===== src/rtl/wdt_pkg.sv =====
package wdt_pkg;
  localparam int TMO_W  = 8;
  localparam int FSEL_W = 4;

  typedef logic [TMO_W-1:0]  tmo_t;
  typedef logic [FSEL_W-1:0] fsel_t;

  // Next value of the seconds counter: a write wins, then a clear or a
  // disarmed watchdog reload, then a tick counts down until zero.
  function automatic tmo_t tmo_step(input tmo_t cur, input tmo_t reload,
                                    input logic wr, input tmo_t wdata,
                                    input logic clr, input logic active,
                                    input logic tick);
    if (wr)                  return wdata;
    if (clr || !active)      return reload;
    if (tick && cur != '0)   return cur - tmo_t'(1);
    return cur;
  endfunction
endpackage


===== src/rtl/wdt_enable_src.sv =====
module wdt_enable_src (
  input  logic clk,
  input  logic rst_n,
  input  logic strap_en,
  input  logic cfg_en,
  output logic armed
);
  logic strap_q;

  always_ff @(posedge clk) begin
    if (!rst_n) strap_q <= strap_en;
  end

  assign armed = strap_q | cfg_en;

  AST_STRAP_FROZEN: assert property (@(posedge clk) disable iff (!rst_n)
    1'b1 |=> $stable(strap_q));
endmodule


===== src/rtl/wdt_countdown.sv =====
module wdt_countdown
  import wdt_pkg::*;
#(
  parameter tmo_t TMO_DEFAULT = tmo_t'(16)
) (
  input  logic clk,
  input  logic rst_n,
  input  logic armed,
  input  logic sec_tick,
  input  logic tmo_we,
  input  tmo_t tmo_wdata,
  input  logic wd_clear,
  output logic expired,
  output logic expire_evt
);
  tmo_t tmo_reg;
  tmo_t cnt;
  logic active;

  assign active     = armed & ~expired;
  assign expire_evt = active & (cnt == '0) & ~tmo_we & ~wd_clear;

  always_ff @(posedge clk) begin
    if (!rst_n) begin
      tmo_reg <= TMO_DEFAULT;
      cnt     <= TMO_DEFAULT;
      expired <= 1'b0;
    end else begin
      if (tmo_we) tmo_reg <= tmo_wdata;
      cnt <= tmo_step(cnt, tmo_reg, tmo_we, tmo_wdata, wd_clear, active, sec_tick);
      if (wd_clear)        expired <= 1'b0;
      else if (expire_evt) expired <= 1'b1;
    end
  end

  AST_WRITE_LOADS: assert property (@(posedge clk) disable iff (!rst_n)
    tmo_we |=> (cnt == $past(tmo_wdata)) && (tmo_reg == $past(tmo_wdata)));
  AST_TICK_DECREMENTS: assert property (@(posedge clk) disable iff (!rst_n)
    (active && sec_tick && cnt != '0 && !tmo_we && !wd_clear) |=> (cnt == $past(cnt) - tmo_t'(1)));
  AST_HOLD_WHEN_OFF: assert property (@(posedge clk) disable iff (!rst_n)
    (!armed && !tmo_we) |=> (cnt == tmo_reg) && !$rose(expired));
  AST_EXPIRE_SETS: assert property (@(posedge clk) disable iff (!rst_n)
    expire_evt |=> expired);
  AST_CLEAR_DROPS: assert property (@(posedge clk) disable iff (!rst_n)
    wd_clear |=> !expired && (cnt == tmo_reg));
endmodule


===== src/rtl/wdt_rst_stretch.sv =====
module wdt_rst_stretch #(
  parameter int RST_CYCLES = 8
) (
  input  logic clk,
  input  logic rst_n,
  input  logic fire,
  output logic rst_o_n
);
  localparam int PW = $clog2(RST_CYCLES + 1);
  localparam logic [PW-1:0] LOAD = PW'(RST_CYCLES);

  logic [PW-1:0] pcnt;

  always_ff @(posedge clk) begin
    if (!rst_n)            pcnt <= '0;
    else if (fire)         pcnt <= LOAD;
    else if (pcnt != '0)   pcnt <= pcnt - PW'(1);
  end

  assign rst_o_n = (pcnt == '0);

  AST_PULSE_START: assert property (@(posedge clk) disable iff (!rst_n)
    fire |=> !rst_o_n);
  AST_PULSE_SHRINKS: assert property (@(posedge clk) disable iff (!rst_n)
    (!fire && pcnt != '0) |=> (pcnt == $past(pcnt) - PW'(1)));
endmodule


===== src/rtl/wdt_freq_guard.sv =====
module wdt_freq_guard
  import wdt_pkg::*;
#(
  parameter int   RST_CYCLES  = 8,
  parameter tmo_t TMO_DEFAULT = tmo_t'(16)
) (
  input  logic              clk,
  input  logic              rst_n,
  input  logic              strap_en,
  input  logic              cfg_en,
  input  logic              sec_tick,
  input  logic              tmo_we,
  input  logic [TMO_W-1:0]  tmo_wdata,
  input  logic              wd_clear,
  input  logic [FSEL_W-1:0] hw_fsel,
  input  logic [FSEL_W-1:0] safe_fsel,
  output logic              sys_rst_n,
  output logic              wd_expired,
  output logic [FSEL_W-1:0] fsel_eff
);
  logic armed;
  logic expire_evt;

  wdt_enable_src u_en (
    .clk(clk), .rst_n(rst_n), .strap_en(strap_en), .cfg_en(cfg_en), .armed(armed)
  );

  wdt_countdown #(.TMO_DEFAULT(TMO_DEFAULT)) u_cnt (
    .clk(clk), .rst_n(rst_n), .armed(armed), .sec_tick(sec_tick),
    .tmo_we(tmo_we), .tmo_wdata(tmo_wdata), .wd_clear(wd_clear),
    .expired(wd_expired), .expire_evt(expire_evt)
  );

  wdt_rst_stretch #(.RST_CYCLES(RST_CYCLES)) u_rst (
    .clk(clk), .rst_n(rst_n), .fire(expire_evt), .rst_o_n(sys_rst_n)
  );

  assign fsel_eff = wd_expired ? safe_fsel : hw_fsel;

  AST_SAFE_SELECT: assert property (@(posedge clk) disable iff (!rst_n)
    wd_expired |-> (fsel_eff == safe_fsel));
  AST_RESET_ON_EXPIRE: assert property (@(posedge clk) disable iff (!rst_n)
    $rose(wd_expired) |-> !sys_rst_n);
endmodule


===== config.mk =====
export PLATFORM = sky130hd
export DESIGN_NAME = wdt_freq_guard
export DESIGN_NICKNAME = d
export VERILOG_FILES = /design/src/rtl/wdt_pkg.sv /design/src/rtl/wdt_enable_src.sv /design/src/rtl/wdt_countdown.sv /design/src/rtl/wdt_rst_stretch.sv /design/src/rtl/wdt_freq_guard.sv
export SDC_FILE = /design/constraint.sdc
export NUM_CORES = 1
export LEC_CHECK = 0
export BUFFER_PORTS_ARGS = -buffer_cell sky130_fd_sc_hd__buf_2
export CAP_MARGIN = 20
export CORE_MARGIN = 2
export CORE_UTILIZATION = 35
export DETAILED_ROUTE_END_ITERATION = 12
export PLACE_DENSITY_LB_ADDON = 0.3
export SKIP_CTS_REPAIR_TIMING = 1
export SLEW_MARGIN = 30
export SYNTH_ARGS = -nofsm -noshare
export SYNTH_HDL_FRONTEND = slang
export SYNTH_SLANG_ARGS = --single-unit

===== constraint.sdc =====
create_clock -name clk -period 2.6 [get_ports clk]
set_clock_uncertainty 0.1 [all_clocks]
set_input_delay 0.52 -clock clk [delete_from_list [all_inputs] [get_ports clk]]
set_output_delay 0.52 -clock clk [all_outputs]
set_load 0.02 [all_outputs]

==> metrics.txt <==
status=finished clean; CTS buffer count=3; Final Slew Violations=0; Top FF cell, synth=dfxtp_1; CTS Root Cell=clkbuf_4; Worst slew margin=63.8%; fill count=362; RSZ-0062 raised after global routing=false; 1st-iter DRT viols=19; final wirelength=2.61 mm; number of flops mapped to enable cells by yosys=1; Final Critical Period=between 2 and 2.5 ns; CP Class=register to register; critical path cell sequence=inv_1 -> ha_1 -> nor3b_1 -> buf_4 -> a21boi_0 -> nor3_1 -> o31ai_1 -> and3_1; synthesis-to-layout area growth=18.7%; final-report setup violation count=0; IO Port Bufs=28; VDD IR-drop max=roughly 0.28 mV; final antenna diode count=0; crit path max-delay cell type=a21boi_0; worst hold-check path type=input pin to register; CP Capture Type=register; syn avg cell area=around 8.6 sq um; Synth top area share=between 30% and 40%; Synth area leaders=dfxtp_1, nand2_1, mux2_2, nor2_1, a21oi_1; #FFs+latches synth=22; syn_nets=165; Arrival @ worst endpoint=2.25 ns; Post-Syn Area=roughly 1200 sq um; Pwr Density=683 nW/um^2; die area=3890 sq um; Crit path depth=8; Core ar.=3310 sq um; vias in the first global route=between 900 and 1000; hold path cells=1; r2r setup slk=~0.53 ns; worst slew pin tran=0.539 ns; Final period util=around four fifths; total track usage=between 10% and 20%; Detailed Routing Iterations Pass 1=4; CTS tree=yes; drc violations=0; setup_tns=0 ns; Reg2Reg Depth=8; IO Count=29; crit start category=register; CP bufs+invs=2; sequential fraction of the synthesis area=37.8%; YS warnings=0; fin area=1420 sq um; Die H=62.4 um; max_cap viols=0; Synth async-reset ratio=0%; P_leak=0.592 nW; cells after synthesis=139; max frequency=0.484 GHz; crit path max fanout=6; layout cells sized above 1=about 25%; final hold vios=0; Avg Vias per Cell=4.98; GP Congestion=0.837; Nets=196; Overflow after GRT=0; Detail Placement HPWL=between 2 and 2.5 mm; antenna-violating nets left=0; first-pass GRT wire length=4.32 mm; largest net degree at the start of global routing=23; Required @ worst endpoint=2.79 ns; Clock Tree Buf Depth=2; drt wl/cell=approximately 12 um; FP Rows=21; CTS H-tree lvls=1; Critical Path Max Stage Delay=0.44 ns; Clock Latency Late Sink=0.33 ns; family with the most delay on the worst path=compound AO/OA/AOI/OAI gates; Worst-path clk slew=0.13 ns; initial antenna violation count=0; Starting Density=between 30% and 40%; cell taking the most area after synthesis=dfxtp_1; die width=62.4 um; synth unique cells=just over 40; # clock sinks=22; Cell Area, Placed=between 1000 and 1500 sq um; Via Count=1071
## per-stage QoR
stage	util (%)	hold slack (ns)	setup slack (ns)	total power [mW]	instances
floorplan	-	0.336	0.727	0.631	139
global placement	41.2	0.353	0.548	0.694	211
detailed placement	41.2	0.362	0.523	0.707	211
CTS	42.7	0.250	0.508	0.975	215
global route	42.7	0.239	0.408	1.03	215
finish	42.7	0.253	0.533	0.967	215
## placed cells by master (no fill, tap or decap), types with 3 or more instances in the layout
cell type  count
nor2_1        15
clkbuf_4       3
o21ai_0        5
dfxtp_1       21
buf_2         28
mux2_2         5
buf_4          3
o311ai_0       3
nand3_1        4
inv_1          8
ha_1           3
mux2i_1        3
nand2_1       18
a21oi_1       11
xnor2_1        4
nor3_1         6
## cells in the mapped netlist, types with 2 or more instances
master,count
nand2b_1,2
xnor2_1,4
nand2_1,18
mux2i_1,3
inv_1,8
mux2_2,5
o311ai_0,3
dfxtp_1,21
and3_1,2
nor2_1,15
ha_1,3
o211ai_1,2
nand3_1,4
o21ai_0,5
or3_1,2
clkbuf_8,2
a21oi_1,11
nor3_1,6
## where the power goes
part | switching [mW] | internal (mW)
Combinational | 0.154 | 0.125
Sequential | 0.0360 | 0.382
Clock | 0.113 | 0.156
## path summary, 6_finish.rpt
kind | start | end
worst min register to register | u_cnt.tmo_reg[4] | u_cnt.tmo_reg[4]
worst min-delay path | strap_en | u_en.strap_q
worst max-delay path | u_cnt.cnt[0] | u_cnt.cnt[6]
worst max register to register | u_cnt.cnt[0] | u_cnt.cnt[6]
## metal layers
layer  GRT usage, %  part of all wire (%)
met3           3.06                   3.9
met5              0                     0
met4           6.67                   2.0
met1           17.2                    46
met2           23.1                    48
## worst reg2reg max path, stage by stage, from the launching register on
cell and delay (ns):
dfxtp_1 0.41, inv_1 0.08, ha_1 0.21, nor3b_1 0.14
buf_4 0.16, a21boi_0 0.44, nor3_1 0.11, o31ai_1 0.22
and3_1 0.18
## kinds of logic after synthesis
| kind of cell | count (synthesis) | synth area share [%] |
|---|---|---|
| and+or+nand+nor | 55 | 22.9 |
| buffers and inverters | 13 | 6.72 |
| AOI/OAI and AO/OA | 33 | 18.6 |
| xor gates and xnor gates | 5 | 3.67 |
| muxes | 8 | 7.24 |
| DFF | 22 | 37.8 |
| adders and majority gates | 3 | 3.15 |
## area by class of cell
type | instances | area (sq um) | share of cell area (%)
Clock buffer | 3 | 22.5 | 1.59
Clock inverter | 1 | 30.0 | 2.12
Sequential cell | 22 | 450 | 31.8
Tap cell | 46 | 57.6 | 4.07
Inverter | 8 | 30.0 | 2.12
Timing Repair Buffer | 31 | 163 | 11.5
Multi-Input combinational cell | 104 | 662 | 46.8
No activity file was read; power rests on OpenSTA's default activity.
